--- config.mk ---
export PLATFORM = sky130hd
export DESIGN_NAME = prefetch_phase_tuner
export DESIGN_NICKNAME = d
export VERILOG_FILES = /design/src/rtl/ptc_pkg.sv /design/src/rtl/ptc_fsm.sv /design/src/rtl/ptc_trial_ctr.sv /design/src/rtl/ptc_best_track.sv /design/src/rtl/prefetch_phase_tuner.sv
export SDC_FILE = /design/constraint.sdc
export NUM_CORES = 1
export LEC_CHECK = 0
export ABC_AREA = 0
export BUFFER_PORTS_ARGS = -buffer_cell sky130_fd_sc_hd__buf_2
export CAP_MARGIN = 20
export CORE_MARGIN = 2
export CORE_UTILIZATION = 30
export CTS_CLUSTER_SIZE = 24
export DETAILED_ROUTE_END_ITERATION = 10
export PLACE_DENSITY_LB_ADDON = 0.1
export SYNTH_ARGS = -nofsm -noshare
export SYNTH_HDL_FRONTEND = slang
export SYNTH_SLANG_ARGS = --single-unit
--- constraint.sdc ---
create_clock -name clk -period 1.59 [get_ports clk]
set_input_delay 0 -clock clk [delete_from_list [all_inputs] [get_ports clk]]
set_output_delay 0 -clock clk [all_outputs]
set_load 0.02 [all_outputs]
--- src/rtl/ptc_pkg.sv ---
package ptc_pkg;
  typedef enum logic [1:0] {
    PTC_STABLE   = 2'd0,
    PTC_UNSTABLE = 2'd1,
    PTC_TUNING   = 2'd2
  } ptc_state_e;
endpackage

--- src/rtl/ptc_fsm.sv ---
module ptc_fsm
  import ptc_pkg::*;
(
  input  logic       clk,
  input  logic       rst_n,
  input  logic       phase_chg,
  input  logic       settled,
  input  logic       tick,
  input  logic       last_trial,
  output ptc_state_e state,
  output logic       start,
  output logic       finish
);
  ptc_state_e state_q, state_d;

  always_comb begin
    state_d = state_q;
    start   = 1'b0;
    finish  = 1'b0;
    case (state_q)
      PTC_STABLE: begin
        if (phase_chg) state_d = PTC_UNSTABLE;
      end
      PTC_UNSTABLE: begin
        if (!phase_chg && settled) begin
          state_d = PTC_TUNING;
          start   = 1'b1;
        end
      end
      PTC_TUNING: begin
        if (phase_chg) begin
          state_d = PTC_UNSTABLE;
        end else if (tick && last_trial) begin
          state_d = PTC_STABLE;
          finish  = 1'b1;
        end
      end
      default: state_d = PTC_STABLE;
    endcase
  end

  always_ff @(posedge clk or negedge rst_n) begin
    if (!rst_n) state_q <= PTC_STABLE;
    else        state_q <= state_d;
  end

  assign state = state_q;
endmodule

--- src/rtl/ptc_trial_ctr.sv ---
module ptc_trial_ctr #(
  parameter int NUM_CFG = 8,
  localparam int IdxW = (NUM_CFG > 1) ? $clog2(NUM_CFG) : 1
) (
  input  logic            clk,
  input  logic            rst_n,
  input  logic            clr,
  input  logic            adv,
  output logic [IdxW-1:0] idx,
  output logic            last
);
  localparam logic [IdxW-1:0] LastIdx = IdxW'(NUM_CFG - 1);

  logic [IdxW-1:0] idx_q, idx_d;
  logic            idx_en;

  assign idx_en = clr | adv;
  assign idx_d  = clr ? '0 : idx_q + 1'b1;

  always_ff @(posedge clk or negedge rst_n) begin
    if (!rst_n)      idx_q <= '0;
    else if (idx_en) idx_q <= idx_d;
  end

  assign idx  = idx_q;
  assign last = (idx_q == LastIdx);
endmodule

--- src/rtl/ptc_best_track.sv ---
module ptc_best_track #(
  parameter int NUM_CFG = 8,
  parameter int SCORE_W = 16,
  localparam int IdxW = (NUM_CFG > 1) ? $clog2(NUM_CFG) : 1
) (
  input  logic               clk,
  input  logic               rst_n,
  input  logic               sample,
  input  logic [IdxW-1:0]    idx,
  input  logic [SCORE_W-1:0] score,
  output logic [IdxW-1:0]    win_idx
);
  logic [SCORE_W-1:0] best_score_q;
  logic [IdxW-1:0]    best_idx_q;
  logic               take;

  // first candidate always seeds; later ones must be strictly better
  assign take = sample && ((idx == '0) || (score > best_score_q));

  always_ff @(posedge clk or negedge rst_n) begin
    if (!rst_n) begin
      best_score_q <= '0;
      best_idx_q   <= '0;
    end else if (take) begin
      best_score_q <= score;
      best_idx_q   <= idx;
    end
  end

  assign win_idx = take ? idx : best_idx_q;
endmodule

--- src/rtl/prefetch_phase_tuner.sv ---
module prefetch_phase_tuner
  import ptc_pkg::*;
#(
  parameter int NUM_CFG = 8,
  parameter int SCORE_W = 16,
  localparam int IDX_W = (NUM_CFG > 1) ? $clog2(NUM_CFG) : 1
) (
  input  logic               clk,
  input  logic               rst_n,
  input  logic               phase_chg_i,
  input  logic               stable_i,
  input  logic               tick_i,
  input  logic [SCORE_W-1:0] score_i,
  output logic [IDX_W-1:0]   cfg_idx_o,
  output logic [1:0]         state_o
);
  logic [1:0]       rst_sync_q;
  logic             rst_int_n;
  ptc_state_e       state;
  logic             start, finish, last_trial;
  logic             in_tuning, trial_sample, trial_adv;
  logic [IDX_W-1:0] trial_idx, win_idx, active_q;

  always_ff @(posedge clk or negedge rst_n) begin
    if (!rst_n) rst_sync_q <= 2'b00;
    else        rst_sync_q <= {rst_sync_q[0], 1'b1};
  end
  assign rst_int_n = rst_sync_q[1];

  assign in_tuning    = (state == PTC_TUNING);
  assign trial_sample = in_tuning & tick_i & ~phase_chg_i;
  assign trial_adv    = trial_sample & ~last_trial;

  ptc_fsm u_fsm (
    .clk        (clk),
    .rst_n      (rst_int_n),
    .phase_chg  (phase_chg_i),
    .settled    (stable_i),
    .tick       (tick_i),
    .last_trial (last_trial),
    .state      (state),
    .start      (start),
    .finish     (finish)
  );

  ptc_trial_ctr #(.NUM_CFG(NUM_CFG)) u_ctr (
    .clk   (clk),
    .rst_n (rst_int_n),
    .clr   (start),
    .adv   (trial_adv),
    .idx   (trial_idx),
    .last  (last_trial)
  );

  ptc_best_track #(.NUM_CFG(NUM_CFG), .SCORE_W(SCORE_W)) u_best (
    .clk     (clk),
    .rst_n   (rst_int_n),
    .sample  (trial_sample),
    .idx     (trial_idx),
    .score   (score_i),
    .win_idx (win_idx)
  );

  always_ff @(posedge clk or negedge rst_int_n) begin
    if (!rst_int_n)  active_q <= '0;
    else if (finish) active_q <= win_idx;
  end

  assign cfg_idx_o = in_tuning ? trial_idx : active_q;
  assign state_o   = state;
endmodule

; ---- Word-level counts from Yosys, hierarchy flattened
; Cells that the tools add are included.
[word_totals]
register_bits = 29
input_bits = 21
word_cells = 41
out_inout_bits = 5
[classes]
reduce_logical = 8
muxes = 13
magnitude_cmp = 1
n_eq_ne = 6
n_addsub = 1
n_bitwise = 6
[ops]
columns = operator, n
row1 = $gt 16x16->1, 1
row2 = $mux 3, 3
row3 = $mux 2, 4
row4 = $pmux 2 s3, 1
row5 = $mux 1, 5
row6 = $add 3x1->3 const B, 1
row7 = $and 1x1->1, 3
row8 = $eq 3x3->1 const B, 1
row9 = $logic_and 1x1->1, 3
row10 = $logic_not 3->1, 1
row11 = $ne 3x2->1 const B, 1
row12 = $reduce_and 3->1, 1
row13 = $eq 2x1->1 const B, 1
row14 = $eq 2x2->1 const B, 1
row15 = $logic_not 2->1, 1
row16 = $ne 2x1->1 const B, 1
row17 = $ne 2x2->1 const B, 1
row18 = $not 1->1, 2
row19 = $logic_not 1->1, 1
row20 = $logic_or 1x1->1, 1
row21 = $or 1x1->1, 1

; ---- Logic depth before layout (Yosys ltp)
[depth]
ltp_word = 5
depth_mapped = 9
ltp_nobuf = 7

; ---- Hierarchy
; From an unflattened synthesis, not the netlist that was laid out.
[unflattened]
hier_cells = 135
hier_area_um2 = 1687.9
[by_module_without_submodules]
columns = mod, cells_each, n_inst, area_each_um2
row1 = ptc_best_track, 97, 1, 1192.4
row2 = prefetch_phase_tuner, 15, 1, 247.7
row3 = ptc_trial_ctr, 11, 1, 140.1
row4 = ptc_fsm, 12, 1, 107.6

; ---- Worst setup path after synthesis
; OpenSTA, ideal clock, no wires.
[synth_timing]
kind = register to register
startpoint = register u_ctr.idx_q[0], in the netlist u_ctr.idx[0]
endpoint = register u_best.best_score_q[11]
period_less_slack_ns = 2.453
path_stages_with_launch = 10
setup_slack_ns = -0.863
t_arrival_ns = 2.328
setup_time_ns = 0.125
required_ns = 1.465
cell_sequence = dfrtp_1 > inv_1 > ha_1 > nor2b_1 > a211o_1 > or4_4 > o31a_1 > buf_6 > buf_12 > mux2_4
[synth_via]
elab_chain_cells = 3
[synth_lines]
columns = element, line
row1 = start: declaration, ptc_trial_ctr.sv:14  ; logic [IdxW-1:0] idx_q, idx_d;
row2 = start signal: assignment, ptc_trial_ctr.sv:22  ; else if (idx_en) idx_q <= idx_d;
row3 = $logic_not 3->1, ptc_best_track.sv:18  ; assign take = sample && ((idx == '0) || (score > best_score_q));
row4 = $logic_or 1x1->1, ptc_best_track.sv:18
row5 = $logic_and 1x1->1, ptc_best_track.sv:18
row6 = end signal: assignment, ptc_best_track.sv:25  ; best_score_q <= score;
row7 = end: declaration, ptc_best_track.sv:13  ; logic [SCORE_W-1:0] best_score_q;
; Every way passes these cells.
; A chain may end at the register's enable or synchronous reset.

; ---- Worst setup path in the final report
[layout_timing]
startpoint = register u_best.best_score_q[12]
endpoint = register u_best.best_score_q[10]
[layout_via]
elab_chain_cells = 3
[layout_lines]
columns = element, line
row1 = $gt 16x16->1, ptc_best_track.sv:18
row2 = $logic_or 1x1->1, ptc_best_track.sv:18
row3 = $logic_and 1x1->1, ptc_best_track.sv:18
; Every way passes these cells.

==> impl_metrics.tcl <==
set metrics [dict create \
    drive_gt1_frac 0.500 \
    drc 0 \
    layout_setup_ws_ns -0.845 \
    drt_iter0_markers 44 \
    final_cells 314 \
    rsz0062_at_grt "yes" \
    critPathMaxFanout 7 \
    crit_family "simple AND/OR/NAND/NOR gates" \
    timing.fmax_ghz 0.411 \
    numCtsBuffers 5 \
    worst-path-buf-inv 3 \
    io_buffers 25 \
    r2r_start "u_best.best_score_q[12]" \
    cts_tree "yes" \
    wl_um 3990 \
    grt_remaining_overflow 0 \
    async_flop_share 1.00 \
    netlist_area_um2 1720 \
    pin_count 26 \
    clk_latency_ns 0.28 \
    cp-end-kind "flop" \
    slowest_delay_ns 0.51 \
    synthTopCellsByArea "dfrtp_1 42%, ha_1 14%, mux2_2 8.5%" \
    grt_pass1_vias 1559 \
    fin_worst_skew_ns 0.00967 \
    synth.distinct_cells 35 \
    vdd_drop_max_uv 508 \
    ctsLongestPathBuffers 2 \
    ant_nets 0 \
    cts.sinks 29 \
    final_cell_mix "39 x buf_4, 28 x dfrtp_1, 25 x buf_2, 15 x inv_1, 14 x nand2_1" \
    setup_viol 22 \
    initial_core_util 0.312 \
    rows 27 \
    cp-start-kind "flop" \
    worstPathRequired_ns 1.75 \
    hold_path.class "in -> reg" \
    synthFlopType "dfrtp_1" \
    synth_seq_cells 29 \
    intPower_mw 1.76 \
    final_common_cell "buf_4" \
    path_class "reg -> reg" \
    diodes 0 \
    cellPowerDensity_nw_per_um2 947 \
    crit_start "u_best.best_score_q[12]" \
    synth-seq-area-share 0.422 \
    path_clk_slew_ns 0.06 \
    grt_pass1_wl_um 6700 \
    die-area_um2 6360 \
    grt_usage 0.135 \
    p_seq_frac 0.381 \
    synth_edf_count 0 \
    syn_inst 157 \
    dp.cells 284 \
    tns_ns -17.43 \
    p_clk_frac 0.268 \
    yosys.area.top_type_share 0.422 \
    firstDrtPassIters 4 \
    path_cells "inv_1 > ha_1 > nand4_1 > buf_4 > nor2_2 > or4_4 > o31a_1 > buf_6 > mux2_4" \
    wire_per_inst_um 12.7 \
    cp.arrival_ns 2.59 \
    period_share 1.53 \
    vias 1464 \
    max_cap_violations 0 \
    h-tree-depth 2 \
    worstHoldStart "stable_i" \
    area_delta_synth_final_pct 52.4 \
    cts_root_buf "clkbuf_8" \
    violations "negative setup slack" \
    hpwlAfterDp_um 2900 \
    grt_start_max_net_pins 28 \
    core_um2 5510 \
    status "complete, but fails checks" \
    netSwitchingPower_mw 0.724 \
    dieHeight_um 79.7 \
    synth_nets 197 \
    hold_viol 0 \
    leakage_nw 1.25 \
    yosysTopAreaCell "dfrtp_1" \
    min_period_ns 2.44 \
    sw_frac_of_total 0.291 \
    critPathSlowestCell "or4_4" \
    avgSynthCellArea_um2 11.0 \
    die_x_um 79.7 \
    slew_violations 0 \
    pwr-share-comb 0.351 \
    via_per_inst 4.66 \
    yosysWarnings 0 \
    layout.nets 281 \
    globalplace.congestion 0.769 \
    antenna_found_initial 0 \
]
cells in the mapped netlist, drive strengths merged, types with 3 or more instances:
master   n
dfrtp   29
mux2    20
ha      19
inv     19
nand2   14
a21oi   10
nor2     8
o211ai   4
nand4    3
o21ai    3
o311ai   3
worst min-delay path, stage by stage:
cell,delay [ns]
buf_2,0.11
nand3b_1,0.08
a21oi_1,0.06
area by class of cell:
cell class | count | area [µm²]
fillers | 513 | 2880
clock buffers | 7 | 96.3
repair buffers | 79 | 574
clock inverters | 1 | 5.00
multi-input cells | 107 | 1060
well taps | 72 | 90.1
inverters | 19 | 71.3
flip-flops and latches | 29 | 727
sequential cells by signal, indices dropped and copies added (netlist names):
register and flops:
rst_sync_q 2, u_ctr.idx 3, u_best.best_idx_q 3, u_best.best_score_q 16
active_q 3, u_fsm.state 2
what timing repair did:
action                                  CTS  global route
gates resized for setup                  19             9
hold endpoints to repair                 12             0
cloned                                    1             0
buffers inserted                          6             6
hold buffers                             10             0
pin swaps                                 6             2
endpoints found under the setup margin   22            24
per-layer routing:
layer / up-vias / global-route usage / share of wire
met4: 0 / 0.0414 / 0.0085
li1: 722 / - / -
met3: 4 / 0.0271 / 0.034
met1: 717 / 0.158 / 0.43
met5: - / 0 / 0
met2: 21 / 0.246 / 0.53
path summary, 6_finish.rpt:
check,end,slack (ns),cells past startpoint
max,u_best.best_score_q[10],-0.85,9
min reg2reg,u_best.best_idx_q[1],0.24,1
max reg2reg,u_best.best_score_q[10],-0.85,9
max in group asynchronous,u_fsm.state[0],1.07,1
min in group asynchronous,rst_sync_q[1],0.03,2
min,u_fsm.state[1],0.01,3
power groups by stage:
stage / sequential (mW) / combinational, mW / clock, mW
after global routing: 0.963 / 0.975 / 0.725
after floorplan: 0.955 / 0.423 / 0
after global placement: 0.947 / 0.659 / 0
after detailed placement: 0.953 / 0.683 / 0
final: 0.946 / 0.872 / 0.666
after CTS: 0.944 / 0.792 / 0.691
logic make-up after synthesis:
| logic type | Yosys count | share of synthesized area |
|---|---|---|
| flip-flops | 29 | 0.422 |
| buffers and inverters | 21 | 0.0596 |
| AO/OA/AOI/OAI | 26 | 0.103 |
| AND/OR/NAND/NOR | 39 | 0.119 |
| other | 1 | 0.00218 |
| multiplexers | 21 | 0.152 |
| XOR/XNOR | 1 | 0.00509 |
| adder cells (fa/ha/maj) | 19 | 0.138 |
stage by stage:
step	setup WS [ns]	power [mW]	hold slack [ns]	utilization	instance area (µm²)
floorplan	-0.834	1.38	-0.296	-	1750
finish	-0.845	2.48	0.0110	0.476	2620
CTS	-0.806	2.43	-0.0241	0.459	2530
detailed placement	-0.872	1.64	-0.212	0.396	2180
global placement	-0.846	1.61	-0.216	0.396	2180
global route	-0.955	2.66	0.0154	0.476	2620
Power figures use the tool's default switching activity.
